===== src/rtl/spim_pkg.sv =====
`timescale 1ns/1ps
package spim_pkg;
  localparam int ADDR_W = 8;

  localparam logic [ADDR_W-1:0] OFS_SRST  = 8'h40;
  localparam logic [ADDR_W-1:0] OFS_CTRL  = 8'h60;
  localparam logic [ADDR_W-1:0] OFS_STAT  = 8'h64;
  localparam logic [ADDR_W-1:0] OFS_TXD   = 8'h68;
  localparam logic [ADDR_W-1:0] OFS_RXD   = 8'h6C;
  localparam logic [ADDR_W-1:0] OFS_SSEL  = 8'h70;
  localparam logic [ADDR_W-1:0] OFS_TXOCC = 8'h74;
  localparam logic [ADDR_W-1:0] OFS_RXOCC = 8'h78;

  localparam logic [31:0] SRST_KEY = 32'h0000_000A;

  localparam int C_LOOP  = 0;
  localparam int C_EN    = 1;
  localparam int C_MSTR  = 2;
  localparam int C_CPOL  = 3;
  localparam int C_CPHA  = 4;
  localparam int C_TXRST = 5;
  localparam int C_RXRST = 6;
  localparam int C_MANSS = 7;
  localparam int C_HOLD  = 8;
  localparam int C_LSB   = 9;
  localparam int CTRL_W  = 10;
  localparam logic [CTRL_W-1:0] CTRL_RST = 10'h180;

  typedef struct packed {
    logic lsb;
    logic cpha;
    logic cpol;
    logic loop;
  } spim_mode_t;
endpackage


===== src/rtl/spim_fifo.sv =====
`timescale 1ns/1ps
module spim_fifo #(
  parameter int DEPTH = 16,
  parameter int WIDTH = 8,
  parameter int REQ_TAG = 9,
  localparam int AW = (DEPTH > 1) ? $clog2(DEPTH) : 1,
  localparam int CW = $clog2(DEPTH + 1)
) (
  input  logic             clk,
  input  logic             rst_n,
  input  logic             clr,
  input  logic             push,
  input  logic             pop,
  input  logic [WIDTH-1:0] wdata,
  output logic [WIDTH-1:0] rdata,
  output logic [CW-1:0]    count,
  output logic             full,
  output logic             empty
);
  localparam logic [AW-1:0] PTR_LAST = AW'(DEPTH - 1);
  localparam logic [CW-1:0] CNT_MAX  = CW'(DEPTH);

  logic [WIDTH-1:0] mem [DEPTH];
  logic [AW-1:0] wr_q, wr_n, rd_q, rd_n;
  logic [CW-1:0] cnt_q, cnt_n;
  logic do_push, do_pop;

  always_comb begin
    full    = (cnt_q == CNT_MAX);
    empty   = (cnt_q == '0);
    do_push = push && !full;
    do_pop  = pop && !empty;
    wr_n    = wr_q;
    rd_n    = rd_q;
    if (do_push) wr_n = (wr_q == PTR_LAST) ? '0 : wr_q + 1'b1;
    if (do_pop)  rd_n = (rd_q == PTR_LAST) ? '0 : rd_q + 1'b1;
    cnt_n = cnt_q + CW'(do_push) - CW'(do_pop);
    if (clr) begin
      wr_n  = '0;
      rd_n  = '0;
      cnt_n = '0;
    end
    rdata = mem[rd_q];
    count = cnt_q;
  end

  always_ff @(posedge clk or negedge rst_n) begin
    if (!rst_n) begin
      wr_q  <= '0;
      rd_q  <= '0;
      cnt_q <= '0;
    end else begin
      wr_q  <= wr_n;
      rd_q  <= rd_n;
      cnt_q <= cnt_n;
    end
  end

  always_ff @(posedge clk) begin
    if (do_push && !clr) mem[wr_q] <= wdata;
  end

  // occupancy never passes the depth
  assert_no_overflow_R9: assert property (@(posedge clk) disable iff (!rst_n)
    cnt_q <= CNT_MAX)
    else $error("fifo (req %0d) count above depth", REQ_TAG);

  // a push into a full FIFO without a pop leaves it full, unchanged
  assert_full_drop_R10: assert property (@(posedge clk) disable iff (!rst_n)
    (full && push && !pop && !clr) |=> (cnt_q == CNT_MAX) && $stable(wr_q))
    else $error("fifo (req %0d) accepted a push while full", REQ_TAG);
endmodule


===== src/rtl/spim_engine.sv =====
`timescale 1ns/1ps
module spim_engine
  import spim_pkg::*;
#(
  parameter int CLK_DIV = 2,
  localparam int DW = (CLK_DIV > 1) ? $clog2(CLK_DIV) : 1
) (
  input  logic       clk,
  input  logic       rst_n,
  input  logic       clr,
  input  logic       go,
  input  spim_mode_t mode,
  input  logic       tx_avail,
  input  logic [7:0] tx_byte,
  input  logic       miso,
  output logic       tx_pop,
  output logic       rx_push,
  output logic [7:0] rx_byte,
  output logic       busy,
  output logic       sclk,
  output logic       mosi
);
  localparam logic [DW-1:0] DIV_LAST = DW'(CLK_DIV - 1);

  logic          busy_q, busy_n, sclk_q, sclk_n;
  logic [DW-1:0] div_q, div_n;
  logic [3:0]    edge_q, edge_n;
  logic [7:0]    tsh_q, tsh_n, rsh_q, rsh_n;
  logic          tick, lead, last, smp, shf, in_bit, out_bit;

  always_comb begin
    tick    = busy_q && (div_q == DIV_LAST);
    lead    = ~edge_q[0];
    last    = (edge_q == 4'hF);
    smp     = tick && (lead ^ mode.cpha);
    shf     = tick && !(lead ^ mode.cpha) && !last && !(mode.cpha && edge_q == 4'h0);
    out_bit = mode.lsb ? tsh_q[0] : tsh_q[7];
    in_bit  = mode.loop ? out_bit : miso;

    rsh_n = rsh_q;
    if (smp) rsh_n = mode.lsb ? {in_bit, rsh_q[7:1]} : {rsh_q[6:0], in_bit};
    tsh_n = tsh_q;
    if (shf) tsh_n = mode.lsb ? {1'b0, tsh_q[7:1]} : {tsh_q[6:0], 1'b0};

    busy_n  = busy_q;
    sclk_n  = busy_q ? (tick ? ~sclk_q : sclk_q) : mode.cpol;
    div_n   = (busy_q && !tick) ? div_q + 1'b1 : '0;
    edge_n  = tick ? edge_q + 1'b1 : edge_q;
    tx_pop  = 1'b0;
    rx_push = 1'b0;
    rx_byte = rsh_n;

    if (!busy_q) begin
      if (go && tx_avail) begin
        busy_n = 1'b1;
        tsh_n  = tx_byte;
        tx_pop = 1'b1;
        edge_n = 4'h0;
      end
    end else if (tick && last) begin
      rx_push = 1'b1;
      if (go && tx_avail) begin
        tsh_n  = tx_byte;
        tx_pop = 1'b1;
      end else begin
        busy_n = 1'b0;
      end
    end

    busy = busy_q;
    sclk = sclk_q;
    mosi = out_bit;
  end

  always_ff @(posedge clk or negedge rst_n) begin
    if (!rst_n) begin
      busy_q <= 1'b0;
      sclk_q <= 1'b0;
      div_q  <= '0;
      edge_q <= 4'h0;
      tsh_q  <= 8'h00;
      rsh_q  <= 8'h00;
    end else if (clr) begin
      busy_q <= 1'b0;
      sclk_q <= 1'b0;
      div_q  <= '0;
      edge_q <= 4'h0;
      tsh_q  <= 8'h00;
      rsh_q  <= 8'h00;
    end else begin
      busy_q <= busy_n;
      sclk_q <= sclk_n;
      div_q  <= div_n;
      edge_q <= edge_n;
      tsh_q  <= tsh_n;
      rsh_q  <= rsh_n;
    end
  end

  // between frames the clock rests at the selected polarity
  assert_idle_level_R3: assert property (@(posedge clk) disable iff (!rst_n)
    (!busy_q && !$past(busy_q) && $stable(mode.cpol) && !$past(clr)) |-> (sclk_q == mode.cpol))
    else $error("serial clock not at idle level");
endmodule


===== src/rtl/spim_top.sv =====
`timescale 1ns/1ps
module spim_top
  import spim_pkg::*;
#(
  parameter int FIFO_DEPTH = 16,
  parameter int CLK_DIV    = 2,
  parameter int NUM_SS     = 4,
  localparam int CW = $clog2(FIFO_DEPTH + 1)
) (
  input  logic              clk,
  input  logic              rst_n,
  input  logic              bus_sel,
  input  logic              bus_we,
  input  logic [ADDR_W-1:0] bus_addr,
  input  logic [31:0]       bus_wdata,
  output logic [31:0]       bus_rdata,
  output logic              sclk,
  output logic              mosi,
  input  logic              miso,
  output logic [NUM_SS-1:0] ss_n
);
  logic [CTRL_W-1:0] ctrl_q, ctrl_n;
  logic [NUM_SS-1:0] ss_q, ss_n_d;
  logic wr, rd, srst, ctrl_wr, tx_clr, rx_clr, go;
  logic tx_push, tx_pop, tx_full, tx_empty, rx_push, rx_pop, rx_full, rx_empty, eng_busy;
  logic [7:0] tx_head, rx_head, rx_byte;
  logic [CW-1:0] tx_cnt, rx_cnt;
  spim_mode_t mode;

  function automatic logic [31:0] occ(input logic [CW-1:0] c);
    return (c == '0) ? 32'd0 : 32'(c) - 32'd1;
  endfunction

  always_comb begin
    wr      = bus_sel && bus_we;
    rd      = bus_sel && !bus_we;
    srst    = wr && (bus_addr == OFS_SRST) && (bus_wdata == SRST_KEY);
    ctrl_wr = wr && (bus_addr == OFS_CTRL);
    tx_clr  = srst || (ctrl_wr && bus_wdata[C_TXRST]);
    rx_clr  = srst || (ctrl_wr && bus_wdata[C_RXRST]);
    tx_push = wr && (bus_addr == OFS_TXD);
    rx_pop  = rd && (bus_addr == OFS_RXD);

    ctrl_n = ctrl_q;
    if (srst) ctrl_n = CTRL_RST;
    else if (ctrl_wr) begin
      ctrl_n = bus_wdata[CTRL_W-1:0];
      ctrl_n[C_TXRST] = 1'b0;
      ctrl_n[C_RXRST] = 1'b0;
    end
    ss_n_d = ss_q;
    if (srst) ss_n_d = '1;
    else if (wr && bus_addr == OFS_SSEL) ss_n_d = bus_wdata[NUM_SS-1:0];

    go   = ctrl_q[C_EN] && ctrl_q[C_MSTR] && !ctrl_q[C_HOLD];
    mode = '{lsb: ctrl_q[C_LSB], cpha: ctrl_q[C_CPHA], cpol: ctrl_q[C_CPOL], loop: ctrl_q[C_LOOP]};

    unique case (bus_addr)
      OFS_CTRL:  bus_rdata = 32'(ctrl_q);
      OFS_STAT:  bus_rdata = {26'd0, 1'b1, 1'b0, tx_full, tx_empty && !eng_busy, rx_full, rx_empty};
      OFS_RXD:   bus_rdata = {24'd0, rx_head};
      OFS_SSEL:  bus_rdata = 32'(ss_q);
      OFS_TXOCC: bus_rdata = occ(tx_cnt);
      OFS_RXOCC: bus_rdata = occ(rx_cnt);
      default:   bus_rdata = 32'd0;
    endcase
    ss_n = ss_q;
  end

  always_ff @(posedge clk or negedge rst_n) begin
    if (!rst_n) begin
      ctrl_q <= CTRL_RST;
      ss_q   <= '1;
    end else begin
      ctrl_q <= ctrl_n;
      ss_q   <= ss_n_d;
    end
  end

  spim_fifo #(.DEPTH(FIFO_DEPTH), .WIDTH(8), .REQ_TAG(9)) u_txf (
    .clk(clk), .rst_n(rst_n), .clr(tx_clr), .push(tx_push), .pop(tx_pop),
    .wdata(bus_wdata[7:0]), .rdata(tx_head), .count(tx_cnt), .full(tx_full), .empty(tx_empty));

  spim_fifo #(.DEPTH(FIFO_DEPTH), .WIDTH(8), .REQ_TAG(10)) u_rxf (
    .clk(clk), .rst_n(rst_n), .clr(rx_clr), .push(rx_push), .pop(rx_pop),
    .wdata(rx_byte), .rdata(rx_head), .count(rx_cnt), .full(rx_full), .empty(rx_empty));

  spim_engine #(.CLK_DIV(CLK_DIV)) u_eng (
    .clk(clk), .rst_n(rst_n), .clr(srst), .go(go), .mode(mode),
    .tx_avail(!tx_empty), .tx_byte(tx_head), .miso(miso),
    .tx_pop(tx_pop), .rx_push(rx_push), .rx_byte(rx_byte),
    .busy(eng_busy), .sclk(sclk), .mosi(mosi));

  // while held, an idle engine stays idle
  assert_hold_idle_R5: assert property (@(posedge clk) disable iff (!rst_n)
    (ctrl_q[C_HOLD] && !eng_busy) |=> !eng_busy)
    else $error("frame started while held");

  // the key write restores control and select registers
  assert_key_reset_R12: assert property (@(posedge clk) disable iff (!rst_n)
    (wr && bus_addr == OFS_SRST && bus_wdata == SRST_KEY) |=> (ctrl_q == CTRL_RST) && (ss_q == '1))
    else $error("key write did not reset registers");

  // any other value at the reset offset leaves control untouched
  assert_bad_key_R12: assert property (@(posedge clk) disable iff (!rst_n)
    (wr && bus_addr == OFS_SRST && bus_wdata != SRST_KEY) |=> $stable(ctrl_q))
    else $error("non-key write changed control");
endmodule


===== config.mk =====
export PLATFORM = sky130hd
export DESIGN_NAME = spim_top
export DESIGN_NICKNAME = d
export VERILOG_FILES = /design/src/rtl/spim_pkg.sv /design/src/rtl/spim_fifo.sv /design/src/rtl/spim_engine.sv /design/src/rtl/spim_top.sv
export SDC_FILE = /design/constraint.sdc
export NUM_CORES = 1
export LEC_CHECK = 0
export ABC_AREA = 0
export BUFFER_PORTS_ARGS = -buffer_cell sky130_fd_sc_hd__buf_4
export CAP_MARGIN = 20
export CORE_ASPECT_RATIO = 0.8
export CORE_UTILIZATION = 63
export CTS_BUF_LIST = sky130_fd_sc_hd__clkbuf_8
export CTS_CLUSTER_SIZE = 16
export DETAILED_ROUTE_END_ITERATION = 10
export PLACE_DENSITY = 0.92
export SLEW_MARGIN = 20
export SYNTH_ARGS = -nofsm -noshare
export SYNTH_HDL_FRONTEND = slang
export SYNTH_HIERARCHICAL = 1
export SYNTH_SLANG_ARGS = --single-unit

===== constraint.sdc =====
create_clock -name clk -period 4.3 [get_ports clk]
set_input_delay 0.86 -clock clk [delete_from_list [all_inputs] [get_ports clk]]
set_output_delay 0.86 -clock clk [all_outputs]
set_load 0.02 [all_outputs]

==> out/results.txt, run 1 <==
core area -> 0.0226 mm^2
Initial Utilization -> 64.3%
Synth Flop Type -> edfxtp_1
largest family of logic cells by synthesized area -> multiplexers
Final nets -> 1148
Die X -> 172 um
antenna violations before repair -> 0
P_leak -> 6.35 nW
first-pass GRT wire length -> 54.6 mm
Mapped Area -> 0.0145 mm^2
drt wl/cell -> 26.0 um
FP Rows -> 49
VDD IR max -> 366 uV
critical-path cell list -> buf_4 > and2b_2 > a22oi_1 > a32oi_1 > o21ai_1 > mux2_2 > a221oi_1 > nor3_1 > a211o_1 > buf_4
TritonRoute pass-1 iters -> 6
Buf/Inv on CP -> 2
die area -> 0.0237 mm^2
P&R area growth vs syn -> 13.5%
ys async rst share -> 19.2%
share of cells above drive strength 1 -> 23.5%
pin count of the biggest net entering global routing -> 62
post-synthesis sequential area ratio -> 63.5%
Pins Over Slew Limit -> 0
Syn Nets -> 1029
worst rel slew slack -> 25.4%
top cell type's share of synthesized area -> 53.0%
fin crit share -> 98.0%
CTS sink cnt -> 317
Final ANT Viol Nets -> 0
slowest stage cell, crit path -> dfrtp_2
Netlist cell types -> 75
Buffers on Ports -> 82
setup TNS -> 0 ns
Final setup viols -> 0
synthesized area per cell -> 15.2 um^2
clock skew -> 0.0288 ns
Cells after Synth -> 956
WL final -> 36.9 mm
Critical Path Fanout Max -> 13
number of synthesized flops with an enable pin -> 256
crit-path leading delay family -> compound AO/OA/AOI/OAI gates
Worst-Skew Late Latency -> 0.58 ns
CTS tree -> done
initial DRC count -> 1392
Required @ worst endpoint -> 3.44 ns
Min-Delay Path Class -> in -> async
CP max stage delay -> 0.44 ns
PD cells -> 399 mW/mm^2
adder-cell share of the synthesized area -> 2.52%
Hold-fix buffers, CTS -> 0
Fmax -> 0.237 GHz
post-synthesis mux area share -> 13.3%
Compound-Gate Fraction of Synth Area -> 7.34%
Final Hold Violating Endpoints -> 0
Power, Total -> 6.57 mW
status -> finished clean
# diodes -> 0
CTS Buffer Depth -> 3
Tmin final -> 4.21 ns
Via Count -> 9558
simple-gate area share of the yosys netlist -> 8.40%
YS warnings -> 6
worst slew pin tran -> 1.12 ns
Num CTS Buffers -> 48
Root Buffer Master -> clkbuf_8
Vias/cell -> 6.73
final RePlAce weighted congestion -> 0.959
crit path kind -> reg -> out
Max-Cap Viols -> 0
Critical Path Most Common Cell -> buf_4
detailed placement HPWL -> 23.8 mm
crit path DAT -> 3.35 ns
Area contributors post-synth -> edfxtp_1 53%, dfrtp_1 9.5%, mux4_1 5.4%
H-tree depth -> 2
Die H -> 138 um
cell taking the most area after synthesis -> edfxtp_1
total congestion overflow -> 0
# DRC -> 0
CP Launch Type -> flop
XOR/XNOR share of the synthesized area -> 0.905%
crit end category -> output port
vias in the first global route -> 9234
IO Count -> 83
RSZ-0062 raised after global routing -> false
synthesis-stage register bit count -> 317
clock slew at reported path FFs -> 0.06 ns
GRT Resource Usage Total -> 32.2%
## path summary, 6_finish.rpt
kind	start	endpoint	slack [ns]	cells after the start
worst min register to register	u_eng/tsh_q[6]	u_eng/tsh_q[7]	0.58	2
min in group clk	bus_wdata[8]	ctrl_q[8]	0.54	2
worst max register to register	u_txf/count[3]	u_txf/count[4]	0.34	20
max in group asynchronous	rst_n	u_rxf/rd_q[1]	3.30	1
worst max-delay path	u_rxf/rd_q[0]	bus_rdata[0]	0.09	10
worst min-delay path	rst_n	u_rxf/count[0]	0.38	1
## per-layer routing
layer / GRT usage [%] / vias to the layer above / share of wire [%]
li1: - / 3957 / -
met1: 45.3 / 4671 / 37
met2: 49.1 / 794 / 46
met3: 7.76 / 136 / 13
met4: 12.7 / 0 / 3.8
met5: 0 / - / 0
## flip-flops by register name (all words and copies together), names as in the netlist
name and cells:
u_eng/sclk 1, u_rxf/rd_q 4, u_eng/tsh_q 8, u_txf/mem 128
ss_n 4, u_eng/div_q 1, u_eng/rsh_q 8, u_eng/edge_q 4
u_eng/busy 1, u_txf/count 5, u_rxf/wr_q 4, ctrl_q 8
u_txf/wr_q 4, u_txf/rd_q 4, u_rxf/mem 128, u_rxf/count 5
## through the flow
| step | worst slack, ns | hold slack, ns | cells | utilization, % | area, um^2 |
|---|---|---|---|---|---|
| 6_report | 0.0865 | 0.380 | 1421 | 73.0 | 16500 |
| 4_1_cts | 0.0553 | 0.400 | 1421 | 72.8 | 16400 |
| 3_5_place_dp | 0.422 | 0.571 | 1331 | 68.6 | 15500 |
| 2_1_floorplan | 0.335 | 0.508 | 956 | - | 14500 |
| 5_1_grt | 0.0242 | 0.441 | 1421 | 73.0 | 16500 |
| 3_3_place_gp | 0.502 | 0.542 | 1331 | 68.6 | 15500 |
## what timing repair did
item                                    4_1_cts  5_1_grt
hold endpoints to repair                      0        0
setup buffers                                 0        0
gates resized for setup                       0        6
endpoints found under the setup margin        0        4
## Yosys cell counts, types with 4 or more instances
cell type	count
xor2_1	6
nor2_1	68
xnor2_1	9
nor3_1	15
a21o_1	10
a211oi_1	11
nor4_1	6
nand3_1	20
nand2b_1	14
buf_2	12
nor3b_1	7
nand2_1	33
edfxtp_1	256
dfstp_2	6
a22oi_1	17
o21ai_1	16
ha_1	26
a221oi_1	4
a21oi_1	36
clkbuf_1	13
mux4_1	30
nor2b_1	15
buf_4	28
o21ai_0	6
buf_6	5
dfrtp_1	55
inv_1	38
a211o_1	10
a32oi_1	16
or3_1	5
mux4_2	18
o22ai_1	6
mux2i_1	66
nor4b_1	4
mux2_2	7
## layout by cell type (no fill, tap or decap), types with 15 or more instances in the layout
master	count
edfxtp_1	256
buf_4	130
nor2_1	68
mux2i_1	66
clkbuf_8	61
inv_1	57
dfrtp_1	52
nand2_1	33
a21oi_1	31
mux4_1	30
ha_1	26
nand3_1	20
mux4_2	18
a32oi_1	16
o21ai_1	16
a22oi_1	16
nor3_1	15
nor2b_1	15
## cells by family (layout without fill, tap and decap cells)
family	Yosys count	after routing
AND/OR/NAND/NOR	221	221
AO/OA/AOI/OAI	151	151
adder cells (fa/ha/maj)	28	28
XOR/XNOR	15	15
multiplexers	121	121
buffers and inverters	103	262
flip-flops	317	317
## power by group
| part | switching (mW) | internal, mW |
|---|---|---|
| clock network | 1.14 | 1.28 |
| logic | 0.381 | 0.258 |
| registers | 0.0999 | 3.41 |
| total | 1.62 | 4.95 |
## cell type report
| cell class | instances | area (um^2) |
|---|---|---|
| tap | 306 | 383 |
| fill | 1279 | 6090 |
| inverter | 41 | 154 |
| clock inverter | 29 | 121 |
| clock buffer | 61 | 840 |
| timing repair buffer | 131 | 987 |
| sequential | 317 | 9230 |
| multi-input combinational | 536 | 4760 |
(Power assumes the default switching activity.)
==> run 2: changes to the inputs <==
--- a/config.mk
+++ b/config.mk
@@ -13,6 +13,7 @@
 export CTS_BUF_LIST = sky130_fd_sc_hd__clkbuf_8
 export CTS_CLUSTER_SIZE = 16
 export DETAILED_ROUTE_END_ITERATION = 10
+export GPL_TIMING_DRIVEN = 0
 export PLACE_DENSITY = 0.92
 export SLEW_MARGIN = 20
 export SYNTH_ARGS = -nofsm -noshare
==> run 2 against run 1 <==
Clock power fell by 9.9%. Fmax fell by 1.0%. Sequential share of layout area barely moved. Global-route usage fell by 0.77 points. Sequential power barely moved. Register-to-register slack got worse by 0.08 ns. Critical endpoint unchanged. Final cell count rose by 0.77%. Worst hold slack improved by 0.0077 ns. Clock-buffer cell count fell by 11. Sequential cell count did not move. Die area did not move.
==> out/results.txt, run 2 (synthesized netlist as in run 1, its figures left out) <==
FP Rows -> 49
PD cells -> 385 mW/mm^2
Final Hold Violating Endpoints -> 0
Placed Area -> 0.0156 mm^2
Via Count -> 9560
core area -> 0.0226 mm^2
Hold-fix buffers, CTS -> 0
Pins Over Slew Limit -> 0
crit path DAT -> 3.40 ns
CTS Buffer Depth -> 3
# DRC -> 0
hold_ws -> 0.388 ns
largest registers -> u_rxf/mem x128, u_txf/mem x128
post-CTS setup buffer count -> 0
final instance area -> 0.0165 mm^2
Placed Cells incl. Taps -> 1349
crit path kind -> reg -> out
Min-Delay Path Class -> in -> async
CP max stage delay -> 0.63 ns
status -> finished clean
pin count of the biggest net entering global routing -> 62
IO Count -> 83
Root Buffer Master -> clkbuf_8
fin cells -> 1432
final RePlAce weighted congestion -> 0.971
CTS sink cnt -> 317
crit end category -> output port
worst slack, placed -> -0.00309 ns
drt wl/cell -> 24.9 um
Critical Path Fanout Max -> 10
Die H -> 138 um
slowest stage cell, crit path -> mux4_1
Vias/cell -> 6.68
total congestion overflow -> 0
FILL cells -> 1294
initial DRC count -> 1166
CTS tree -> done
# diodes -> 0
Reg2Reg Setup Slack -> 0.26 ns
worst slew pin tran -> 0.977 ns
Final setup viols -> 0
Final nets -> 1162
vias in the first global route -> 9335
P_leak -> 6.32 nW
commonest non-fill, non-tap cell in the layout -> edfxtp_1
antenna violations before repair -> 1
critical-path cell list -> buf_8 > mux4_1 > a32oi_2 > o21ai_1 > mux2_2 > a221oi_2 > nor3_1 > a211o_1 > buf_4
most frequent cells in the layout -> 256 x edfxtp_1, 112 x buf_4, 68 x nor2_1
CP Launch Type -> flop
TritonRoute pass-1 iters -> 7
Required @ worst endpoint -> 3.44 ns
H-tree depth -> 2
clock slew at reported path FFs -> 0.07 ns
share of cells above drive strength 1 -> 23.0%
VDD IR max -> 377 uV
worst rel slew slack -> 34.6%
Final ANT Viol Nets -> 0
WL final -> 35.7 mm
Num CTS Buffers -> 47
GRT Resource Usage Total -> 31.5%
first-pass GRT wire length -> 53.9 mm
Die X -> 172 um
P&R area growth vs syn -> 13.4%
Fmax -> 0.235 GHz
fin crit share -> 99.0%
Initial Utilization -> 64.3%
Tmin final -> 4.26 ns
clock skew -> 0.0244 ns
die area -> 0.0237 mm^2
Max-Cap Viols -> 0
Buffers on Ports -> 82
detailed placement HPWL -> 24.0 mm
setup slack after layout -> 0.0422 ns
Worst-Skew Late Latency -> 0.56 ns
Final Core Density -> 73.0%
run 2: cell types whose count changed in the layout (fill, tap and decap cells not counted), moves of 3 or more:
cell | previous run | this run
buf_6 | 1 | 4
clkbuf_8 | 61 | 50
buf_4 | 130 | 112
buf_2 | 0 | 13
nor3_1 | 15 | 11
a21oi_1 | 31 | 28
clkbuf_1 | 0 | 11
nor3_2 | 1 | 5
a21oi_2 | 5 | 8
dfrtp_1 | 52 | 55
clkinv_1 | 6 | 18
run 2: worst max-delay path, delay by kind of cell (launching register included):
| kind | cells | cell delay, ns |
|---|---|---|
| compound gates | 4 | 1.05 |
| mux | 2 | 0.93 |
| simple gates | 1 | 0.09 |
| flops | 1 | 0.42 |
| buf+inv | 2 | 0.35 |
run 2: what timing repair did:
item | in CTS | in global routing
setup endpoints to repair | 2 | 16
resized for setup | 2 | 8
endpoints found under the hold margin | 0 | 0
pin swaps | 0 | 2
run 2: where the power goes:
group / leakage [nW] / switching, mW / internal [mW]
registers: 3.05 / 0.0781 / 3.41
clock network: 0.483 / 1.11 / 1.07
logic: 2.79 / 0.400 / 0.262
run 2: worst paths after layout:
| path | depth (start not counted) | endpoint | from |
|---|---|---|---|
| min in group clk | 2 | ctrl_q[8] | bus_wdata[8] |
| worst min-delay path | 1 | u_rxf/count[0] | rst_n |
| worst max-delay path | 9 | bus_rdata[0] | u_rxf/rd_q[0] |
| worst min register to register | 2 | u_eng/tsh_q[7] | u_eng/tsh_q[6] |
| worst max register to register | 19 | u_txf/count[4] | u_txf/count[2] |
| max in group asynchronous | 1 | u_eng/rsh_q[0] | rst_n |
run 2: through the flow:
stage | setup TNS, ns | total power [mW]
final | 0 | 6.34
after global routing | -0.0147 | 6.54
after CTS | 0 | 6.33
after detailed placement | -0.0120 | 4.19
after global placement | -1.59 | 4.14
after floorplan | 0 | 3.95
run 2: final cells by class:
type / instances / area, um^2 / area share, %
plain buffers: 59 / 427 / 2.59
multi-input cells: 536 / 4800 / 29.1
inverters: 41 / 154 / 0.935
repair buffers: 87 / 648 / 3.94
well taps: 306 / 383 / 2.33
clock buffers: 50 / 688 / 4.18
clock inverters: 36 / 141 / 0.859
flip-flops and latches: 317 / 9220 / 56.0
run 2: routing by layer:
layer  vias to the layer above  GRT usage (%)  wire (um)
met4                         2           12.9       1310
met3                       126           7.96       4710
met2                       816           48.1      16300
met1                      4626           43.5      13400
met5                         -              0         13
li1                       3990              -          -
